## src/rtl/pseq_pkg.sv

```systemverilog
package pseq_pkg;

   typedef enum logic [2:0] {
      S_IDLE,
      S_RST,
      S_SHR,
      S_DLY,
      S_INT,
      S_SHS,
      S_RDS,
      S_WAIT
   } pseq_state_e;

   localparam int unsigned MAX_CLK_HZ = 15_000_000;

   // Reset duration in clock cycles, computed in 64-bit to avoid overflow.
   function automatic int unsigned rst_cycles(input int unsigned hz, input int unsigned ns);
      longint unsigned prod;
      prod = longint'(hz) * longint'(ns);
      return int'(prod / 64'd1_000_000_000);
   endfunction

   function automatic int unsigned umax(input int unsigned a, input int unsigned b);
      return (a > b) ? a : b;
   endfunction

endpackage

```

## src/rtl/pseq_sync.sv

```systemverilog
// Multi-stage synchroniser followed by a rising-edge detector.
module pseq_sync #(
   parameter int unsigned STAGES = 2
) (
   input  logic clk,
   input  logic rst_n,
   input  logic din,
   output logic rise
);

   logic [STAGES-1:0] q;
   logic              last_q;

   if (STAGES < 2) begin : g_bad_stages
      $error("pseq_sync: STAGES must be at least 2");
   end

   always_ff @(posedge clk or negedge rst_n) begin
      if (!rst_n) begin
         q      <= '0;
         last_q <= 1'b0;
      end else begin
         q      <= {q[STAGES-2:0], din};
         last_q <= q[STAGES-1];
      end
   end

   assign rise = q[STAGES-1] & ~last_q;

endmodule

```

## src/rtl/pseq_timer.sv

```systemverilog
// Loadable down counter; last is high while the count is zero.
module pseq_timer #(
   parameter int unsigned W = 12
) (
   input  logic         clk,
   input  logic         rst_n,
   input  logic         load,
   input  logic [W-1:0] load_val,
   output logic         last
);

   logic [W-1:0] cnt;

   always_ff @(posedge clk or negedge rst_n) begin
      if (!rst_n)            cnt <= '0;
      else if (load)         cnt <= load_val;
      else if (cnt != '0)    cnt <= cnt - 1'b1;
   end

   assign last = (cnt == '0);

endmodule

```

## src/rtl/pseq_fsm.sv

```systemverilog
// Phase sequencer: one state per strobe plus a delay and a handshake wait.
module pseq_fsm
   import pseq_pkg::*;
#(
   parameter int unsigned LEN_W   = 12,
   parameter int unsigned OFS_W   = 12,
   parameter int unsigned TW      = 12,
   parameter int unsigned RST_CYC = 129
) (
   input  logic              clk,
   input  logic              rst_n,
   input  logic              trig_rise,
   input  logic [LEN_W-1:0]  len_in,
   input  logic [OFS_W-1:0]  ofs_in,
   input  logic              rd_done,
   input  logic              tmr_last,
   output pseq_state_e       state,
   output logic              tmr_load,
   output logic [TW-1:0]     tmr_val
);

   pseq_state_e      nxt;
   logic [LEN_W-1:0] len_q;
   logic [OFS_W-1:0] ofs_q;
   logic [LEN_W-1:0] len_m1;
   logic             accept;

   assign accept = (state == S_IDLE) && trig_rise;
   assign len_m1 = (len_q == '0) ? '0 : len_q - 1'b1;

   always_ff @(posedge clk or negedge rst_n) begin
      if (!rst_n) begin
         state <= S_IDLE;
         len_q <= '0;
         ofs_q <= '0;
      end else begin
         state <= nxt;
         if (accept) begin
            len_q <= len_in;
            ofs_q <= ofs_in;
         end
      end
   end

   always_comb begin
      nxt      = state;
      tmr_load = 1'b0;
      tmr_val  = '0;
      case (state)
         S_IDLE: if (trig_rise) begin
            nxt      = S_RST;
            tmr_load = 1'b1;
            tmr_val  = TW'(RST_CYC - 1);
         end
         S_RST: if (tmr_last) nxt = S_SHR;
         S_SHR: begin
            tmr_load = 1'b1;
            if (ofs_q != '0) begin
               nxt     = S_DLY;
               tmr_val = TW'(ofs_q - 1'b1);
            end else begin
               nxt     = S_INT;
               tmr_val = TW'(len_m1);
            end
         end
         S_DLY: if (tmr_last) begin
            nxt      = S_INT;
            tmr_load = 1'b1;
            tmr_val  = TW'(len_m1);
         end
         S_INT:  if (tmr_last) nxt = S_SHS;
         S_SHS:  nxt = S_RDS;
         S_RDS:  nxt = S_WAIT;
         S_WAIT: if (rd_done) nxt = S_IDLE;
         default: nxt = S_IDLE;
      endcase
   end

endmodule

```

## src/rtl/pseq_top.sv

```systemverilog
module pseq_top
   import pseq_pkg::*;
#(
   parameter int unsigned CLK_HZ      = 15_000_000,
   parameter int unsigned RST_NS      = 8600,
   parameter int unsigned LEN_W       = 12,
   parameter int unsigned OFS_W       = 12,
   parameter int unsigned CNT_W       = 8,
   parameter int unsigned SYNC_STAGES = 2,
   parameter bit          OFFSET_EN   = 1'b1
) (
   input  logic             clk,
   input  logic             rst_n,
   input  logic             trig_in,
   input  logic [LEN_W-1:0] int_len,
   input  logic             ofs_en,
   input  logic [OFS_W-1:0] ofs_len,
   input  logic             rd_done,
   output logic             irst,
   output logic             shr,
   output logic             intg,
   output logic             shs,
   output logic             rd_start,
   output logic [CNT_W-1:0] drop_cnt
);

   localparam int unsigned RST_CYC = rst_cycles(CLK_HZ, RST_NS);
   localparam int unsigned RST_W   = $clog2(RST_CYC);
   localparam int unsigned TW      = umax(RST_W, umax(LEN_W, OFS_W));

   if (CLK_HZ > MAX_CLK_HZ) begin : g_bad_clk
      $error("pseq_top: CLK_HZ above the 15 MHz ceiling");
   end
   if (RST_CYC < 2) begin : g_bad_rst
      $error("pseq_top: reset phase shorter than two cycles");
   end
   if (CNT_W < 1 || LEN_W < 1 || OFS_W < 1) begin : g_bad_width
      $error("pseq_top: widths must be nonzero");
   end

   logic             trig_rise;
   logic [OFS_W-1:0] ofs_sel;
   logic             tmr_load;
   logic [TW-1:0]    tmr_val;
   logic             tmr_last;
   pseq_state_e      st;

   if (OFFSET_EN) begin : g_ofs
      assign ofs_sel = ofs_en ? ofs_len : '0;
   end else begin : g_no_ofs
      assign ofs_sel = '0;
   end

   pseq_sync #(.STAGES(SYNC_STAGES)) u_sync (
      .clk   (clk),
      .rst_n (rst_n),
      .din   (trig_in),
      .rise  (trig_rise)
   );

   pseq_fsm #(
      .LEN_W   (LEN_W),
      .OFS_W   (OFS_W),
      .TW      (TW),
      .RST_CYC (RST_CYC)
   ) u_fsm (
      .clk       (clk),
      .rst_n     (rst_n),
      .trig_rise (trig_rise),
      .len_in    (int_len),
      .ofs_in    (ofs_sel),
      .rd_done   (rd_done),
      .tmr_last  (tmr_last),
      .state     (st),
      .tmr_load  (tmr_load),
      .tmr_val   (tmr_val)
   );

   pseq_timer #(.W(TW)) u_timer (
      .clk      (clk),
      .rst_n    (rst_n),
      .load     (tmr_load),
      .load_val (tmr_val),
      .last     (tmr_last)
   );

   // Discarded-trigger tally, saturating.
   always_ff @(posedge clk or negedge rst_n) begin
      if (!rst_n)
         drop_cnt <= '0;
      else if (trig_rise && (st != S_IDLE) && (drop_cnt != '1))
         drop_cnt <= drop_cnt + 1'b1;
   end

   assign irst     = (st == S_RST);
   assign shr      = (st == S_SHR);
   assign intg     = (st == S_INT);
   assign shs      = (st == S_SHS);
   assign rd_start = (st == S_RDS);

endmodule

```

## config.mk

```make
export PLATFORM = sky130hd
export DESIGN_NAME = pseq_top
export DESIGN_NICKNAME = d
export VERILOG_FILES = /design/src/rtl/pseq_pkg.sv /design/src/rtl/pseq_sync.sv /design/src/rtl/pseq_timer.sv /design/src/rtl/pseq_fsm.sv /design/src/rtl/pseq_top.sv
export SDC_FILE = /design/constraint.sdc
export NUM_CORES = 1
export LEC_CHECK = 0
export BUFFER_PORTS_ARGS = -buffer_cell sky130_fd_sc_hd__buf_4
export CORE_MARGIN = 2
export CORE_UTILIZATION = 54
export DETAILED_ROUTE_END_ITERATION = 8
export PLACE_DENSITY = 0.74
export SYNTH_ARGS = -nofsm -noshare
export SYNTH_HDL_FRONTEND = slang
export SYNTH_SLANG_ARGS = --single-unit
```

## constraint.sdc

```tcl
create_clock -name clk -period 2.8 [get_ports clk]
set_input_delay 0.56 -clock clk [delete_from_list [all_inputs] [get_ports clk]]
set_output_delay 0.56 -clock clk [all_outputs]
set_load 0.02 [all_outputs]
```

==> flow_summary.json, run 1 <==
{
  "outcome": "finished clean",
  "hold_viol": 0,
  "path_max_fanout": 12,
  "cp.required_ps": 3000,
  "synth_top_family_by_area": "simple AND/OR/NAND/NOR gates",
  "antenna_found_initial": 0,
  "p_per_area_nw_per_um2": 959,
  "power.switching_w": 0.00142,
  "ctsHoldBuffers": 0,
  "ios": 42,
  "area_delta_synth_final_pct": 16.4,
  "final_cell_mix": "nand2_1, dfrtp_1, buf_4",
  "numCtsBuffers": 5,
  "clock-sinks": 50,
  "end_kind": "register",
  "async_flop_share_pct": 100,
  "crit_chain": "inv_1 > ha_1 > nor4b_1 > buf_4 > and4_1 > buf_4 > a211oi_1 > o21ai_0 > o21a_1",
  "maxSlewViolCount": 0,
  "grt_pass1_vias": 2307,
  "chipWidth_um": 77.6,
  "synth_cell_types": 47,
  "drv_cap": 0,
  "num_rows": 26,
  "pwr-share-clk_pct": 12.8,
  "root_buffer": "clkbuf_8",
  "power.internal_w": 0.00184,
  "critPathTopFamily": "compound AO/OA/AOI/OAI gates",
  "netlist.area_leader.share_pct": 42.8,
  "grt_overflow_total": 0,
  "chipHeight_um": 77.6,
  "syn_area_sq_um": 2920,
  "worst_path_largest_cell_delay_ps": 600,
  "ys_top_cells_by_area": "dfrtp_1, nand2_1, xnor2_1",
  "synth_simple_gate_area_share_pct": 27.2,
  "grt_pass1_wl_um": 11300,
  "post-route-period-util_pct": 89.9,
  "ff_latch_area_sq_um": 1250,
  "drc_errors": 0,
  "drive_above_1_share_pct": 15.5,
  "cts_tree": "built",
  "num_antenna_cells": 0,
  "post-place-ws_ps": 387,
  "setup_viol": 0,
  "p_seq_share_pct": 45.7,
  "critPathSlowestCell": "a211oi_1",
  "hpwlAfterDp_um": 4930,
  "final_util_pct": 65.7,
  "clock.fmax_mhz": 397,
  "gp_congestion": 0.912,
  "clkLatencyLatePin_ps": 310,
  "min_period_ps": 2520,
  "routed_wl_um": 6570,
  "cp_num_buf_inv": 3,
  "core-area_sq_um": 5170,
  "yosysSeqAreaShare_pct": 42.8,
  "postPlaceCellArea_sq_um": 3310,
  "hold_class": "input port to async pin",
  "synth_ff_type": "dfrtp_1",
  "synthXorXnorAreaFrac_pct": 8.39,
  "cts.path.max_buffers": 2,
  "drt_pre_antenna_iters": 5,
  "synth_fa_ha_area_share_pct": 3.00,
  "groute.usage.overall_pct": 23.5,
  "synth-seq-cells": 50,
  "fin_setup_tns_ps": 0,
  "slew_headroom_pct": 48.0,
  "synth_compound_area_share_pct": 13.0,
  "die-area_sq_um": 6010,
  "vdd_drop_max_mv": 0.578,
  "cts.htree.levels": 2,
  "ant_nets": 0,
  "rsz0062_at_grt": "no",
  "worstSetupStartpointType": "register",
  "syn_inst": 338,
  "synth_mux_area_share_pct": 2.44,
  "mostFrequentLayoutCell": "nand2_1",
  "fill_cells": 431,
  "skew_ps": 8.64,
  "postCtsSetupRepairBufs": 0,
  "grt_max_degree": 51,
  "synth_largest_area_cell": "dfrtp_1",
  "cts-resized-gates": 0,
  "path_common_cell": "buf_4",
  "drt_iter0_drc": 187,
  "critPathKind": "register to register",
  "fin_area_sq_um": 3400,
  "synth_area_per_cell_sq_um": 8.64,
  "wire_per_inst_um": 14.6,
  "pwr-share-comb_pct": 41.5,
  "hold_slack_ps": 264,
  "start_util_pct": 56.5,
  "cts.clk_slew.worst_paths_ps": 90,
  "layout_setup_ws_ps": 283,
  "p_leak_nw": 1.50,
  "multi_input_area_sq_um": 1590,
  "avgViaCountPerCell": 5.67,
  "synth_edf_count": 0,
  "worstPathArrival_ps": 2720,
  "tightestPinTransition_ps": 777,
  "port_buffers": 41,
  "yosysWarningCount": 0,
  "switching_share_pct": 43.5,
  "vias": 2553,
  "final_nets": 415,
  "synth_fp_nets": 374
}
-- sequential cells by signal, summed over array words and instances, names as in the netlist --
signal,count
u_fsm.len_q,12
u_fsm.ofs_q,12
u_timer.cnt,12
drop_cnt,8
u_fsm.state,3
u_sync.q,2
u_sync.last_q,1
-- power groups by stage --
stage	sequential, W	combinational (W)	clock (W)
after detailed placement	0.00149	0.00134	0
final	0.00149	0.00135	0.000419
after floorplan	0.00141	0.000964	0
after global placement	0.00148	0.00131	0
after global routing	0.00155	0.00154	0.000456
after CTS	0.00148	0.00136	0.000425
-- cell families (layout without fill, tap and decap cells) --
logic type / count (synthesis) / after routing
muxes: 7 / 7
buffers and inverters: 23 / 65
xor gates and xnor gates: 28 / 28
AOI/OAI and AO/OA: 58 / 58
and+or+nand+nor: 165 / 165
DFF: 50 / 50
adders and majority gates: 7 / 7
-- layer usage --
layer / vias up / share of wire (%) / GRT usage, %
met2: 86 / 44 / 35.4
met4: 0 / 2.6 / 8.57
met3: 16 / 5.6 / 5.00
met5: - / 0 / 0
li1: 1273 / - / -
met1: 1178 / 47 / 33.6
-- final cells by class --
class,instances,area share (%)
clock inverter,2,0.405
clock buffer,6,2.13
inverter,10,1.10
tap,70,2.58
sequential,50,36.8
timing repair buffer,47,10.4
multi-input combinational,265,46.6
-- synthesized netlist by cell type, types with 3 or more instances --
cell      count
nand2_1      66
dfrtp_1      50
nor2_1       23
o21ai_0      20
nor3_1       18
nand3_1      17
xnor2_1      14
xor2_1       14
clkbuf_1     11
inv_1        10
a21oi_1       7
ha_1          7
nand4_1       7
nor4_1        7
mux2i_1       6
or3_1         5
a211oi_1      4
o21a_1        4
and3_1        3
and4_1        3
-- through the flow --
| stage | power [W] | std cells |
|---|---|---|
| 2_1_floorplan | 0.00237 | 338 |
| 3_3_place_gp | 0.00279 | 442 |
| 3_5_place_dp | 0.00284 | 442 |
| 4_1_cts | 0.00326 | 450 |
| 5_1_grt | 0.00354 | 450 |
| 6_report | 0.00326 | 450 |
-- path summary, 6_finish.rpt --
kind	start	endpoint	slack, ps	cells past startpoint
hold / removal	rst_n	drop_cnt[6]$_DFFE_PN0P_	260	1
setup reg to reg	u_timer.cnt[0]$_DFFE_PN0P_	u_timer.cnt[7]$_DFFE_PN0P_	280	9
min in group clk	trig_in	u_sync.q[0]$_DFF_PN0_	350	1
setup / recovery	u_timer.cnt[0]$_DFFE_PN0P_	u_timer.cnt[7]$_DFFE_PN0P_	280	9
max in group asynchronous	rst_n	u_fsm.len_q[2]$_DFFE_PN0P_	2110	1
hold reg to reg	u_sync.q[0]$_DFF_PN0_	u_sync.q[1]$_DFF_PN0_	380	0
Note: power is estimated with default switching activity, not from simulation.
==> run 2: changes to the inputs <==
CORE_UTILIZATION = 57   (was 54)
PLACE_DENSITY = 0.78   (was 0.74)
==> run 2 against run 1 <==
Net effect: cell count stayed put; register-to-register slack got worse by 40 ps; sequential cell count is the same; worst setup slack lost 45 ps; critical endpoint is now u_timer.cnt[3]$_DFFE_PN0P_; highest routed layer unchanged.
==> flow_summary.json, run 2 (synthesized netlist as in run 1, its figures left out) <==
{
  "cts.path.max_buffers": 2,
  "num_rows": 26,
  "grt_pass1_wl_um": 11100,
  "setup_viol": 0,
  "tightestPinTransition_ps": 773,
  "post-place-ws_ps": 322,
  "reg.largest.list": "u_fsm.len_q: 12 flops, u_fsm.ofs_q: 12 flops, u_timer.cnt: 12 flops",
  "numCtsBuffers": 5,
  "drc_errors": 0,
  "final_cell_mix": "nand2_1, dfrtp_1, buf_4",
  "ios": 42,
  "hold_slack_ps": 266,
  "dpl.cell_count": 442,
  "clock-sinks": 50,
  "worst_path_largest_cell_delay_ps": 680,
  "p_leak_nw": 1.51,
  "hold_class": "input port to async pin",
  "area_delta_synth_final_pct": 17.2,
  "vdd_drop_max_mv": 0.542,
  "cts-resized-gates": 0,
  "min_period_ps": 2560,
  "rsz0062_at_grt": "no",
  "crit_chain": "inv_1 > ha_1 > nor4b_1 > buf_4 > and4_1 > buf_4 > a211oi_1 > o21ai_0 > o31a_1",
  "antenna_found_initial": 0,
  "maxSlewViolCount": 0,
  "path_max_fanout": 12,
  "outcome": "finished clean",
  "routed_wl_um": 6560,
  "hpwlAfterDp_um": 4860,
  "drv_cap": 0,
  "critPathKind": "register to register",
  "final_nets": 415,
  "mostFrequentLayoutCell": "nand2_1",
  "drt_pre_antenna_iters": 5,
  "postCtsSetupRepairBufs": 0,
  "fin_area_sq_um": 3420,
  "layout_setup_ws_ps": 238,
  "start_util_pct": 58.3,
  "ant_nets": 0,
  "clkLatencyLatePin_ps": 310,
  "fin_setup_tns_ps": 0,
  "die-area_sq_um": 5710,
  "avgViaCountPerCell": 5.75,
  "postPlaceCellArea_sq_um": 3310,
  "gp_congestion": 0.960,
  "fin_cells": 450,
  "drive_above_1_share_pct": 15.8,
  "slew_headroom_pct": 48.2,
  "cp_num_buf_inv": 3,
  "critPathTopFamily": "compound AO/OA/AOI/OAI gates",
  "cts.htree.levels": 2,
  "clock.fmax_mhz": 390,
  "critPathSlowestCell": "a211oi_1",
  "core-area_sq_um": 5010,
  "worstSetupStartpointType": "register",
  "p_per_area_nw_per_um2": 973,
  "cp.required_ps": 3000,
  "hold_viol": 0,
  "ctsHoldBuffers": 0,
  "vias": 2587,
  "worstPathArrival_ps": 2760,
  "post-route-period-util_pct": 91.5,
  "chipHeight_um": 75.6,
  "grt_max_degree": 51,
  "grt_pass1_vias": 2371,
  "num_antenna_cells": 0,
  "groute.usage.overall_pct": 25.2,
  "root_buffer": "clkbuf_8",
  "skew_ps": 12.0,
  "path_common_cell": "buf_4",
  "grt_overflow_total": 0,
  "cts.clk_slew.worst_paths_ps": 90,
  "end_kind": "register",
  "port_buffers": 41,
  "drt_iter0_drc": 227,
  "wire_per_inst_um": 14.6,
  "cts_tree": "built",
  "chipWidth_um": 75.6
}
## run 2: cell types whose count changed in the layout (fill, tap and decap cells not counted)
cell / before / now
clkbuf_8: 5 / 8
clkbuf_1: 1 / 0
clkinv_2: 1 / 0
clkinv_4: 1 / 0
## run 2: final timing paths
kind                                       startpoint                     endpoint  slack (ps)  cells after the start
min in group clk                              trig_in        u_sync.q[0]$_DFF_PN0_         350                      1
hold / removal                                  rst_n   u_timer.cnt[6]$_DFFE_PN0P_         270                      1
hold reg to reg                 u_sync.q[0]$_DFF_PN0_        u_sync.q[1]$_DFF_PN0_         370                      0
setup / recovery           u_timer.cnt[1]$_DFFE_PN0P_   u_timer.cnt[3]$_DFFE_PN0P_         240                      9
setup reg to reg           u_timer.cnt[1]$_DFFE_PN0P_   u_timer.cnt[3]$_DFFE_PN0P_         240                      9
max in group asynchronous                       rst_n  u_fsm.len_q[10]$_DFFE_PN0P_        2120                      1
## run 2: cell type report
cell class,count,area (sq um)
multi-input combinational,265,1590
fill,430,1590
sequential,50,1250
timing repair buffer,47,353
clock buffer,8,110
tap,70,87.6
inverter,10,37.5
## run 2: per-layer routing
metal	global-route usage (%)	routed length [um]	up-vias
met4	6.82	133	0
li1	-	-	1272
met5	0	0	-
met2	40.9	3040	91
met1	35.5	3000	1211
met3	3.84	377	13
## run 2: worst register-to-register path: stages (launching register included)
cell and delay [ps]:
dfrtp_1 430, inv_1 80, ha_1 210, nor4b_1 150
buf_4 160, and4_1 200, buf_4 170, a211oi_1 680
o21ai_0 220, o31a_1 160
## run 2: where the power goes
part           switching [W]  internal [W]
clock               0.000237      0.000250
combinational       0.000732      0.000624
sequential          0.000441       0.00105
## run 2: per-stage QoR
step / util [%] / power (W)
final: 68.4 / 0.00333
after global routing: 68.4 / 0.00359
after CTS: 68.4 / 0.00333
after detailed placement: 66.2 / 0.00284
after global placement: 66.2 / 0.00279
after floorplan: - / 0.00237
